## config.mk

```make
export PLATFORM = sky130hd
export DESIGN_NAME = serial_frame_rx
export DESIGN_NICKNAME = d
export VERILOG_FILES = /design/src/rtl/sfr_pkg.sv /design/src/rtl/sfr_sync.sv /design/src/rtl/sfr_fall_det.sv /design/src/rtl/sfr_frame_fsm.sv /design/src/rtl/sfr_shift_reg.sv /design/src/rtl/serial_frame_rx.sv
export SDC_FILE = /design/constraint.sdc
export NUM_CORES = 1
export LEC_CHECK = 0
export ABC_CLOCK_PERIOD_IN_PS = 3050
export BUFFER_PORTS_ARGS = -buffer_cell sky130_fd_sc_hd__buf_2
export CAP_MARGIN = 30
export CORE_MARGIN = 8
export CORE_UTILIZATION = 38
export DETAILED_ROUTE_END_ITERATION = 7
export PLACE_DENSITY_LB_ADDON = 0.15
export SLEW_MARGIN = 20
export SYNTH_ARGS = -nofsm -noshare
export SYNTH_HDL_FRONTEND = slang
export SYNTH_HIERARCHICAL = 1
export SYNTH_SLANG_ARGS = --single-unit
```

## constraint.sdc

```tcl
create_clock -name clk -period 3.05 [get_ports clk]
set_clock_uncertainty 0.2 [all_clocks]
set_input_delay 0.61 -clock clk [delete_from_list [all_inputs] [get_ports clk]]
set_output_delay 0.61 -clock clk [all_outputs]
set_load 0.01 [all_outputs]
```

## src/rtl/sfr_pkg.sv

```systemverilog
package sfr_pkg;

  typedef enum logic [1:0] {
    ST_IDLE   = 2'd0,
    ST_SHIFT  = 2'd1,
    ST_LOCKED = 2'd2
  } sfr_state_t;

  // Append one serial bit at the LSB end of a partial word (MSB-first link).
  function automatic logic [23:0] shift_in(input logic [23:0] cur, input logic bit_in);
    return {cur[22:0], bit_in};
  endfunction

endpackage

```

## src/rtl/sfr_sync.sv

```systemverilog
module sfr_sync #(
  parameter int          LINES   = 3,
  parameter int          STAGES  = 2,
  parameter logic [LINES-1:0] RST_VAL = '0
) (
  input  logic             clk,
  input  logic             rst_n,
  input  logic [LINES-1:0] async_i,
  output logic [LINES-1:0] sync_o
);

  for (genvar g = 0; g < LINES; g++) begin : g_line
    logic [STAGES-1:0] chain;
    always_ff @(posedge clk or negedge rst_n) begin
      if (!rst_n) chain <= {STAGES{RST_VAL[g]}};
      else        chain <= {chain[STAGES-2:0], async_i[g]};
    end
    assign sync_o[g] = chain[STAGES-1];
  end

endmodule

```

## src/rtl/sfr_fall_det.sv

```systemverilog
module sfr_fall_det #(
  parameter logic RST_VAL = 1'b1
) (
  input  logic clk,
  input  logic rst_n,
  input  logic lvl_i,
  output logic fall_o
);

  logic prev_q;

  always_ff @(posedge clk or negedge rst_n) begin
    if (!rst_n) prev_q <= RST_VAL;
    else        prev_q <= lvl_i;
  end

  assign fall_o = prev_q & ~lvl_i;

endmodule

```

## src/rtl/sfr_frame_fsm.sv

```systemverilog
module sfr_frame_fsm
  import sfr_pkg::*;
#(
  parameter int WORD_W = 24,
  localparam int CNT_W = $clog2(WORD_W)
) (
  input  logic             clk,
  input  logic             rst_n,
  input  logic             sel_lvl_i,
  input  logic             sel_fall_i,
  input  logic             sclk_fall_i,
  output logic             shift_en_o,
  output logic             done_o,
  output logic             abort_o,
  output logic             busy_o,
  output logic [CNT_W-1:0] bit_cnt_o
);

  localparam logic [CNT_W-1:0] LAST_BIT = CNT_W'(WORD_W - 1);

  sfr_state_t       state_q, state_d;
  logic [CNT_W-1:0] cnt_q, cnt_d;
  logic             in_shift;

  assign in_shift   = (state_q == ST_SHIFT);
  // A rising select wins over a coincident clock edge.
  assign abort_o    = in_shift & sel_lvl_i;
  assign shift_en_o = in_shift & ~sel_lvl_i & sclk_fall_i;
  assign done_o     = shift_en_o & (cnt_q == LAST_BIT);

  always_comb begin
    state_d = state_q;
    cnt_d   = cnt_q;
    unique case (state_q)
      ST_IDLE: begin
        if (sel_fall_i) begin
          state_d = ST_SHIFT;
          cnt_d   = '0;
        end
      end
      ST_SHIFT: begin
        if (abort_o) begin
          state_d = ST_IDLE;
          cnt_d   = '0;
        end else if (done_o) begin
          state_d = ST_LOCKED;
          cnt_d   = '0;
        end else if (shift_en_o) begin
          cnt_d = cnt_q + 1'b1;
        end
      end
      ST_LOCKED: begin
        if (sel_fall_i) begin
          state_d = ST_SHIFT;
          cnt_d   = '0;
        end else if (sel_lvl_i) begin
          state_d = ST_IDLE;
        end
      end
      default: begin
        state_d = ST_IDLE;
        cnt_d   = '0;
      end
    endcase
  end

  always_ff @(posedge clk or negedge rst_n) begin
    if (!rst_n) begin
      state_q <= ST_IDLE;
      cnt_q   <= '0;
    end else begin
      state_q <= state_d;
      cnt_q   <= cnt_d;
    end
  end

  assign busy_o    = in_shift;
  assign bit_cnt_o = cnt_q;

endmodule

```

## src/rtl/sfr_shift_reg.sv

```systemverilog
module sfr_shift_reg
  import sfr_pkg::*;
#(
  parameter int WORD_W = 24
) (
  input  logic              clk,
  input  logic              rst_n,
  input  logic              clear_i,
  input  logic              shift_en_i,
  input  logic              done_i,
  input  logic              din_i,
  output logic [WORD_W-1:0] word_o,
  output logic              valid_o
);

  logic [WORD_W-1:0] shreg_q;
  logic [WORD_W-1:0] next_word;

  assign next_word = shift_in(shreg_q, din_i);

  always_ff @(posedge clk or negedge rst_n) begin
    if (!rst_n) begin
      shreg_q <= '0;
      word_o  <= '0;
      valid_o <= 1'b0;
    end else begin
      valid_o <= done_i;
      if (clear_i || done_i) shreg_q <= '0;
      else if (shift_en_i)   shreg_q <= next_word;
      if (done_i) word_o <= next_word;
    end
  end

endmodule

```

## src/rtl/serial_frame_rx.sv

```systemverilog
module serial_frame_rx #(
  parameter int WORD_W      = 24,
  parameter int SYNC_STAGES = 2,
  localparam int CNT_W      = $clog2(WORD_W)
) (
  input  logic              clk,
  input  logic              rst_n,
  input  logic              sel_n_i,
  input  logic              sclk_i,
  input  logic              sdata_i,
  output logic [WORD_W-1:0] word_o,
  output logic              word_valid_o,
  output logic              busy_o
);

  localparam int IDX_SEL  = 0;
  localparam int IDX_SCLK = 1;
  localparam int IDX_DATA = 2;

  logic [2:0]       lines_s;
  logic             sel_fall_evt;
  logic             sclk_fall_evt;
  logic             shift_evt;
  logic             done_evt;
  logic             abort_evt;
  logic [CNT_W-1:0] bit_cnt;

  sfr_sync #(
    .LINES  (3),
    .STAGES (SYNC_STAGES),
    .RST_VAL(3'b011)
  ) sync_i (
    .clk    (clk),
    .rst_n  (rst_n),
    .async_i({sdata_i, sclk_i, sel_n_i}),
    .sync_o (lines_s)
  );

  sfr_fall_det #(.RST_VAL(1'b1)) sel_det_i (
    .clk   (clk),
    .rst_n (rst_n),
    .lvl_i (lines_s[IDX_SEL]),
    .fall_o(sel_fall_evt)
  );

  sfr_fall_det #(.RST_VAL(1'b1)) sclk_det_i (
    .clk   (clk),
    .rst_n (rst_n),
    .lvl_i (lines_s[IDX_SCLK]),
    .fall_o(sclk_fall_evt)
  );

  sfr_frame_fsm #(.WORD_W(WORD_W)) fsm_i (
    .clk        (clk),
    .rst_n      (rst_n),
    .sel_lvl_i  (lines_s[IDX_SEL]),
    .sel_fall_i (sel_fall_evt),
    .sclk_fall_i(sclk_fall_evt),
    .shift_en_o (shift_evt),
    .done_o     (done_evt),
    .abort_o    (abort_evt),
    .busy_o     (busy_o),
    .bit_cnt_o  (bit_cnt)
  );

  sfr_shift_reg #(.WORD_W(WORD_W)) shreg_i (
    .clk       (clk),
    .rst_n     (rst_n),
    .clear_i   (sel_fall_evt | abort_evt),
    .shift_en_i(shift_evt),
    .done_i    (done_evt),
    .din_i     (lines_s[IDX_DATA]),
    .word_o    (word_o),
    .valid_o   (word_valid_o)
  );

endmodule

```

==> flow_summary_export.csv <==
group,metric,value,unit
run_status,status,"finished clean",
timing,finalSetupTns,0,ns
route,met2WireLength,2.12,mm
clocking,clk_path_buf_depth,2,
global_routing,grt_max_degree,26,
worst_setup_path,crit_start,"sclk_det_i/prev_q",
timing,maxSlewViolCount,0,
global_routing,antenna_found_initial,0,
timing,hold_viol,0,
synthesis,synth_most_common_cell,"dfrtp_1",
route,dr_wl_met3,241,um
layout,regArea,0.00158,mm^2
power_and_ir_drop,p_leak,1.43,nW
route,postRouteAntennaNets,0,
global_routing,grt_pass1_wl,7.67,mm
synthesis,synthTopCellsByCount,"dfrtp_1, mux2i_1, mux2_2",
timing,fin_ws,0.653,ns
synthesis,ys_warn_count,6,
global_routing,overflow,0,
route,firstDrtPassIters,4,
layout,n_antenna_cell,0,
power_and_ir_drop,p_per_area,533,mW/mm^2
synthesis,ys_types,31,
die,ios,31,
place,portBuffers,30,
layout,nNetsFinal,219,
synthesis,yosys.area.top_type_share,0.561,
timing,finalSetupViolCount,0,
clocking,cts_tree,"yes",
die,die_h,97.8,um
layout,multiInputGateArea,865,um^2
worst_setup_path,cp-start-kind,"flip-flop",
layout,drive_above_1_share,0.422,
worst_setup_path,crit_type,"flip-flop to flip-flop",
clocking,htreeDepth,3,
timing,fmax,417,MHz
place,dp.final_hpwl,3.04,mm
die,dieArea,0.00956,mm^2
die,initial_core_util,0.383,
place,place_ws,0.653,ns
place,place_congestion,0.815,
worst_setup_path,critical_path_required,3.06,ns
die,die_x,97.8,um
timing,period_share,0.786,
route,wl_per_cell,15.1,um
global_routing,first_global_vias,1573,
run,cap_violations,0,
synthesis,synth_seq_area_share,0.623,
clocking,postCtsSetupBuffers,0,
synthesis,synth_edf_count,0,
synthesis,synthCells,179,
clocking,clock_sinks,63,
route,num_vias,1458,
timing,min_period,2.40,ns
route,drt-initial-drc-count,60,
global_routing,grt_usage,0.101,
power_and_ir_drop,peakVddDrop,0.000244,V
synthesis,ys_ff_latch,63,
timing,tightestPinTransition,0.560,ns
clocking,cts_root_buf,"clkbuf_8",
clocking,cts_resized,0,
route,routed_wl,4.50,mm
timing,timing.slew.headroom,0.627,
worst_setup_path,rr_startpoint,"sclk_det_i/prev_q",
synthesis,yosys-top-cells-area,"dfrtp_1, mux2_2, mux2i_1",
worst_setup_path,r2r_cells,7,
clocking,cts_buffers,9,
worst_setup_path,rrSetupSlack,0.65,ns
timing,rsz0062_at_grt,"no",
worst_setup_path,r2r-end,"shreg_i/word_o[4]",
layout,fill_cells,617,
route,drc,0,
die,core_area,0.00664,mm^2
synthesis,synth_area,0.00254,mm^2
worst_setup_path,end_kind,"flip-flop",
synthesis,synth_area_per_cell,14.2,um^2
route,highest_layer,"met4",
clocking,cts.clk_slew.worst_paths,0.06,ns
synthesis,async_flop_share,1.00,
die,fp-row-count,30,
worst_setup_path,crit_arrival,2.40,ns
layout,syn_to_final_growth,14.5,%
clocking,clock_latency,0.32,ns
synthesis,yosysTopAreaCell,"dfrtp_1",
timing,timing.hold.ws,0.0773,ns
route,vias_per_cell,4.89,
synthesis,syn_nets,185,
synthesis,synth_ff_type,"dfrtp_1",
worst_hold_path,hp-class,"primary input to async pin",
route,wl_met1,2.04,mm
worst_setup_path,worstPathMaxFanout,15,
clocking,ctsHoldBuffers,0,
==> state kept, by name, summed over array words and instances, names as in the netlist <==
signal               cells
shreg_i/shreg_q         23
sclk_det_i/prev_q        1
shreg_i/valid_o          1
sync_i/g_line.chain      6
fsm_i/state_q            2
shreg_i/word_o          24
fsm_i/bit_cnt_o          5
sel_det_i/prev_q         1
==> placed cells by master (no fill, tap or decap), types with 5 or more instances in the layout <==
master     n
dfstp_2    6
buf_2     30
clkbuf_1   5
mux2_2    24
nor2_2    11
nor2_1    15
dfrtp_1   57
mux2i_1   25
clkbuf_8  11
buf_4      5
==> worst max-delay path, cell delays in order, from the launching register on <==
cell	delay, ns
dfstp_2	0.51
nor2b_4	0.19
and3_1	0.25
nand3b_1	0.18
nor2_2	0.11
buf_4	0.20
buf_4	0.26
mux2_2	0.36
==> where the power goes <==
| group | internal, mW | switching, mW |
|---|---|---|
| sequential | 0.848 | 0.00770 |
| combinational | 0.0234 | 0.0464 |
| clock | 0.342 | 0.285 |
==> area by class of cell <==
class | instances | area share
Clock buffer | 16 | 0.0585
Multi-Input combinational cell | 103 | 0.297
Sequential cell | 63 | 0.544
Tap cell | 80 | 0.0344
Timing Repair Buffer | 35 | 0.0645
Inverter | 1 | 0.00129
==> per-layer routing <==
layer / up-vias / GRT usage
li1: 683 / -
met1: 735 / 0.119
met2: 29 / 0.153
met3: 11 / 0.0370
met4: 0 / 0.0647
met5: - / 0
==> per-stage QoR <==
step	power (mW)	area (um^2)	util	instances
detailed placement	0.942	2740	0.412	282
global route	1.62	2910	0.438	298
finish	1.55	2910	0.438	298
global placement	0.940	2740	0.412	282
CTS	1.58	2910	0.438	298
floorplan	0.918	2540	-	179
==> worst max path at each step <==
| stage | to | slack (ns) | depth (start not counted) |
|---|---|---|---|
| floorplan | shreg_i/word_o[0] | 0.89 | 7 |
| global placement | shreg_i/word_o[7] | 0.73 | 7 |
| detailed placement | shreg_i/word_o[6] | 0.65 | 7 |
| CTS | shreg_i/word_o[4] | 0.64 | 7 |
| global route | shreg_i/word_o[6] | 0.48 | 7 |
| finish | shreg_i/word_o[4] | 0.65 | 7 |
==> cells by family after synthesis <==
group	count (synthesis)	synth area share
compound gates	9	0.0281
fa+ha+maj	1	0.00492
buf+inv	13	0.0379
flops	63	0.623
mux	49	0.205
simple gates	44	0.101
Note: power is estimated with default switching activity, not from simulation.
